==> config.mk <==
export PLATFORM = sky130hd
export DESIGN_NAME = pause_flow_ctrl
export DESIGN_NICKNAME = d
export VERILOG_FILES = /design/src/rtl/pfc_pkg.sv /design/src/rtl/pfc_opcode_decode.sv /design/src/rtl/pfc_quanta_counter.sv /design/src/rtl/pfc_tx_gate.sv /design/src/rtl/pause_flow_ctrl.sv
export SDC_FILE = /design/constraint.sdc
export NUM_CORES = 1
export LEC_CHECK = 0
export BUFFER_PORTS_ARGS = -buffer_cell sky130_fd_sc_hd__buf_2
export CORE_ASPECT_RATIO = 0.8
export CORE_UTILIZATION = 44
export DETAILED_ROUTE_END_ITERATION = 10
export PLACE_DENSITY = 0.84
export SETUP_SLACK_MARGIN = 0.3
export SYNTH_ARGS = -nofsm -noshare
export SYNTH_HDL_FRONTEND = slang
export SYNTH_SLANG_ARGS = --single-unit
==> constraint.sdc <==
create_clock -name clk -period 2.15 [get_ports clk]
set_clock_uncertainty 0.15 [all_clocks]
set_input_delay 0 -clock clk [delete_from_list [all_inputs] [get_ports clk]]
set_output_delay 0 -clock clk [all_outputs]
set_load 0.01 [all_outputs]
==> src/rtl/pfc_pkg.sv <==
// Shared constants for the pause flow controller.
// Assumes the PAUSE opcode of a MAC control frame is 16'h0001.
package pfc_pkg;
    localparam int unsigned PFC_CNT_W = 16;
    localparam int unsigned PFC_OPC_W = 16;
    localparam logic [15:0] PFC_PAUSE_OPCODE = 16'h0001;
endpackage

==> src/rtl/pfc_opcode_decode.sv <==
// Turns a control-frame strobe into a load request when the opcode is PAUSE.
// Assumes the strobe is only raised for frames whose FCS has already been checked.
module pfc_opcode_decode #(
    parameter int unsigned OPC_W = 16,
    parameter logic [OPC_W-1:0] PAUSE_OPC = OPC_W'(1)
) (
    input  logic             frame_valid,
    input  logic [OPC_W-1:0] frame_opcode,
    output logic             pause_load
);
    // Match the opcode against the PAUSE value.
    always_comb begin
        pause_load = frame_valid && (frame_opcode == PAUSE_OPC);
    end
endmodule

==> src/rtl/pfc_quanta_counter.sv <==
// Holds the remaining pause time. A load has priority over everything else.
// A decrement happens on a tick only while the transmitter is idle and the count is nonzero.
// Assumes the tick is one cycle wide per quantum.
module pfc_quanta_counter #(
    parameter int unsigned CNT_W = 16
) (
    input  logic             clk,
    input  logic             rst_n,
    input  logic             load,
    input  logic [CNT_W-1:0] load_value,
    input  logic             tick,
    input  logic             hold,
    output logic [CNT_W-1:0] count
);
    localparam logic [CNT_W-1:0] ZERO = '0;
    localparam logic [CNT_W-1:0] ONE  = CNT_W'(1);

    logic count_nz;

    // Flag a nonzero count, used to guard the decrement against wrapping.
    always_comb begin
        count_nz = (count != ZERO);
    end

    // Register the count: load first, then the gated decrement.
    always_ff @(posedge clk) begin
        if (!rst_n) begin
            count <= ZERO;
        end else if (load) begin
            count <= load_value;
        end else if (tick && !hold && count_nz) begin
            count <= count - ONE;
        end
    end
endmodule

==> src/rtl/pfc_tx_gate.sv <==
// Derives the start-of-frame permission from the pause count.
// Assumes the transmit MAC samples the permission only when it is about to start a frame,
// so a frame already in flight is never cut short.
module pfc_tx_gate #(
    parameter int unsigned CNT_W = 16
) (
    input  logic [CNT_W-1:0] count,
    output logic             allow
);
    // XON when no pause time remains, XOFF otherwise.
    always_comb begin
        allow = (count == '0);
    end
endmodule

==> src/rtl/pause_flow_ctrl.sv <==
// Top of the pause flow controller. It loads a quanta counter from received PAUSE frames,
// freezes the countdown while a frame is being transmitted, and gates the start of new frames.
// Assumes a synchronous active-low reset and an external tick of 512 bit times.
module pause_flow_ctrl
    import pfc_pkg::*;
#(
    parameter int unsigned CNT_W = PFC_CNT_W,
    parameter int unsigned OPC_W = PFC_OPC_W,
    parameter logic [OPC_W-1:0] PAUSE_OPC = OPC_W'(PFC_PAUSE_OPCODE)
) (
    input  logic             clk,
    input  logic             rst_n,
    input  logic             ctl_valid,
    input  logic [OPC_W-1:0] ctl_opcode,
    input  logic [CNT_W-1:0] ctl_quanta,
    input  logic             tx_busy,
    input  logic             quanta_tick,
    output logic             tx_allow,
    output logic [CNT_W-1:0] pause_count
);
    logic pause_load;

    pfc_opcode_decode #(.OPC_W(OPC_W), .PAUSE_OPC(PAUSE_OPC)) u_dec (
        .frame_valid  (ctl_valid),
        .frame_opcode (ctl_opcode),
        .pause_load   (pause_load)
    );

    pfc_quanta_counter #(.CNT_W(CNT_W)) u_cnt (
        .clk        (clk),
        .rst_n      (rst_n),
        .load       (pause_load),
        .load_value (ctl_quanta),
        .tick       (quanta_tick),
        .hold       (tx_busy),
        .count      (pause_count)
    );

    pfc_tx_gate #(.CNT_W(CNT_W)) u_gate (
        .count (pause_count),
        .allow (tx_allow)
    );
endmodule

==> summary.txt <==
outcome -> completed
Worst-Margin Slew -> 0.4890 ns
num rows -> 15
highest routed layer -> met4
GR Overflow Total -> 0
GRT Util Overall -> 27.07%
antenna violations before repair -> 0
largest net degree at the start of global routing -> 14
Warnings, synthesis -> 0
path type of the worst setup path -> reg2reg
crit path buf inv count -> 0
CTS sink count -> 16
register with the most flip-flops -> u_cnt.count
Mapped Nets -> 164
CTS buffer count -> 3
Clock H-tree levels -> 1
startpoint of the worst-slack reg-to-reg timing path -> u_cnt.count[1]$_SDFFE_PN0P_
number of flops mapped to enable cells by yosys -> 0
summed instance area of the synthesized netlist -> 0.001002 mm²
number of setup violations in the final report -> 0
shortest period the worst path allows -> 2.038 ns
total iterations of the first detailed-routing run -> 5
Critical Path Sink Type -> flip-flop
Antenna Nets Post-Route -> 0
via count -> 1469
effective utilization at floorplan -> 46.43%
worst hold-check path type -> in2reg
post-route design area -> 0.001779 mm²
max reg flops -> 16
flops & latches, synth -> 16
r2r worst-path depth -> 5
total chip power -> 2936 µW
largest fanout on the critical path -> 4
terminating pin of the worst hold path -> u_cnt.count[0]$_SDFFE_PN0P_
number of filler instances in the final layout -> 122
Total Routed Length -> 4048 µm
wire length of the first global-routing pass -> 5271 µm
die height -> 44.69 µm
max-slew violations -> 0
violation count after the first detailed-routing iteration -> 120
dominant delay contributor by cell family on the critical path -> simple AND/OR/NAND/NOR gates
worst reg2reg path endpoint -> u_cnt.count[15]$_SDFFE_PN0P_
average via count per standard cell -> 6.095
number of buffers on the longest clock path -> 2
Port Buffers -> 53
vias in the first global route -> 1193
Core Box Area -> 0.002158 mm²
predominant post-synthesis flop cell -> sky130_fd_sc_hd__dfxtp_1
Detail Route met2 WL -> 1936 µm
CP startpoint kind -> flip-flop
clock edge transition at the registers on the reported setup and hold paths -> 0.10 ns
wire length per cell after detailed routing -> 16.80 µm
top flop regs -> u_cnt.count: 16 flops
Clock Root Buffer -> sky130_fd_sc_hd__clkbuf_4
fraction of final layout cells with drive strength greater than 1 -> 45.83%
estimated wirelength of the detail-placed design -> 2053 µm
Peak supply drop -> 1.354 mV
portion of the post-synthesis area used by sequential elements -> 31.96%
diode count -> 0
Placed Instance Area -> 0.001301 mm²
ordered cell list for the critical path -> or4b_4 > or2_4 > nor4b_4 > mux2i_1 > a21oi_1
max_slew headroom -> 67.13%
asr flop ratio synth -> 0%
Leakage Power -> 0.0007961 µW
Highest Clock Rate -> 490.8 MHz
total power density per cell area -> 1650 mW/mm²
cell with the largest stage delay on the worst path -> sky130_fd_sc_hd__or4b_4
source of the worst hold timing path -> tx_busy
routed metal-1 wire length -> 1624 µm
cell count after synthesis -> 126
die footprint -> 0.002474 mm²
final cell utilization of the core -> 82.43%
number of max-cap violations -> 0
CTS tree -> yes
area growth from synthesis to final layout -> 77.53%
mean area per synthesized cell -> 7.954 µm²
die width -> 55.36 µm
global placer's final weighted congestion -> 0.8521
worst path required time -> 2.20 ns
arrival time at the worst endpoint -> 2.08 ns
Setup TNS -> 0 ns
clock insertion delay at the later pin of the skew report -> 0.30 ns
final count of hold timing violations -> 0
net count reported at finish -> 255
final worst-path cycle share -> 94.77%
worst hold slack across all endpoints -> 0.03902 ns
register-to-register setup slack -> 0.11 ns
total DRC errors in the routed layout -> 0
I/O pins -> 54
hold path depth -> 5
met3 routed wirelength -> 309 µm
crit-path max cell delay -> 0.55 ns
RSZ-0062 raised after global routing -> yes
number of library cell types mapped by synthesis -> 38
per-layer routing:
metal | up-vias | GRT usage, %
li1 | 652 | -
met1 | 696 | 34.40
met2 | 98 | 46.27
met3 | 23 | 3.216
met4 | 0 | 14.00
met5 | - | 0
metrics by stage:
step / setup slack [ns] / cells
2_1_floorplan: 0.2581 / 126
3_3_place_gp: 0.2556 / 203
3_5_place_dp: 0.2227 / 203
4_1_cts: 0.2401 / 235
5_1_grt: 0.02893 / 241
6_report: 0.1124 / 241
tightest hold or removal path: stages:
cell,delay [ns]
sky130_fd_sc_hd__buf_2,0.10
sky130_fd_sc_hd__nor2b_1,0.07
sky130_fd_sc_hd__nand2_1,0.08
sky130_fd_sc_hd__xnor2_1,0.13
sky130_fd_sc_hd__a211oi_1,0.08
worst max path at each step:
stage                                      start                           end  slack (ns)  cells past startpoint
floorplan            u_cnt.count[1]$_SDFFE_PN0P_  u_cnt.count[15]$_SDFFE_PN0P_        0.26                      5
global placement    u_cnt.count[14]$_SDFFE_PN0P_   u_cnt.count[0]$_SDFFE_PN0P_        0.26                      5
detailed placement   u_cnt.count[1]$_SDFFE_PN0P_  u_cnt.count[15]$_SDFFE_PN0P_        0.22                      5
CTS                  u_cnt.count[1]$_SDFFE_PN0P_  u_cnt.count[15]$_SDFFE_PN0P_        0.24                      5
global route         u_cnt.count[1]$_SDFFE_PN0P_  u_cnt.count[15]$_SDFFE_PN0P_        0.03                      5
finish               u_cnt.count[1]$_SDFFE_PN0P_  u_cnt.count[15]$_SDFFE_PN0P_        0.11                      5
cells in the mapped netlist, types with 3 or more instances:
master / n / share of area [%]
sky130_fd_sc_hd__a21oi_1: 8 / 4.0
sky130_fd_sc_hd__and3_1: 5 / 3.1
sky130_fd_sc_hd__dfxtp_1: 16 / 32
sky130_fd_sc_hd__inv_1: 3 / 1.1
sky130_fd_sc_hd__nand2_1: 9 / 3.4
sky130_fd_sc_hd__nand3_1: 7 / 3.5
sky130_fd_sc_hd__nor2_1: 14 / 5.2
sky130_fd_sc_hd__nor3_1: 10 / 5.0
sky130_fd_sc_hd__nor3_2: 4 / 4.0
sky130_fd_sc_hd__o21ai_1: 8 / 4.0
sky130_fd_sc_hd__o31ai_1: 3 / 2.2
sky130_fd_sc_hd__xor2_1: 6 / 5.2
repair_timing:
item                                   in CTS  in global routing
buffers inserted                            3                  6
setup endpoints to repair                  11                 17
hold buffers                               25                  0
resized for setup                           8                 20
gates cloned                                0                  1
pin swaps                                   2                 13
endpoints found under the hold margin      16                  0
where the power goes:
| group | switching, µW | total [µW] | internal, µW |
|---|---|---|---|
| registers | 226 | 655 | 429 |
| logic | 1090 | 2070 | 974 |
| clock network | 110 | 213 | 103 |
area by class of cell:
class / instances / area, µm² / share of cell area [%]
multi-input combinational: 103 / 770.7 / 43.32
tap: 25 / 31.28 / 1.758
clock buffer: 4 / 36.28 / 2.039
timing repair buffer: 89 / 596.8 / 33.54
sequential: 16 / 329.1 / 18.50
inverter: 4 / 15.01 / 0.8439
cell families after synthesis:
kind of cell	after synthesis	synth area share, %
simple gates	68	41.45
compound gates	26	15.36
flops	16	31.96
xor+xnor	7	6.117
buf+inv	7	2.871
mux	1	0.9988
fa+ha+maj	1	1.248
cells in the final DEF, fill, tap and decap left out, drive strengths merged:
| cell | instances |
|---|---|
| a21oi | 8 |
| dlygate4sd3 | 24 |
| inv | 3 |
| nor4 | 3 |
| nor4b | 2 |
| o31ai | 3 |
| nor2b | 1 |
| o21ai | 10 |
| or3 | 2 |
| and4b | 1 |
| nand3 | 8 |
| dfxtp | 16 |
| nand3b | 2 |
| o311a | 1 |
| buf | 65 |
| a21o | 1 |
| nand2 | 9 |
| or2 | 1 |
| nand4 | 2 |
| nor2 | 14 |
| nor3 | 14 |
| clkbuf | 4 |
| or4b | 2 |
| mux2i | 1 |
| xnor2 | 1 |
| a211oi | 2 |
| ha | 1 |
| and3 | 5 |
| clkinv | 1 |
| a32oi | 1 |
| or4 | 1 |
| nand4b | 1 |
| xor2 | 6 |
No activity file was read; power rests on OpenSTA's default activity.
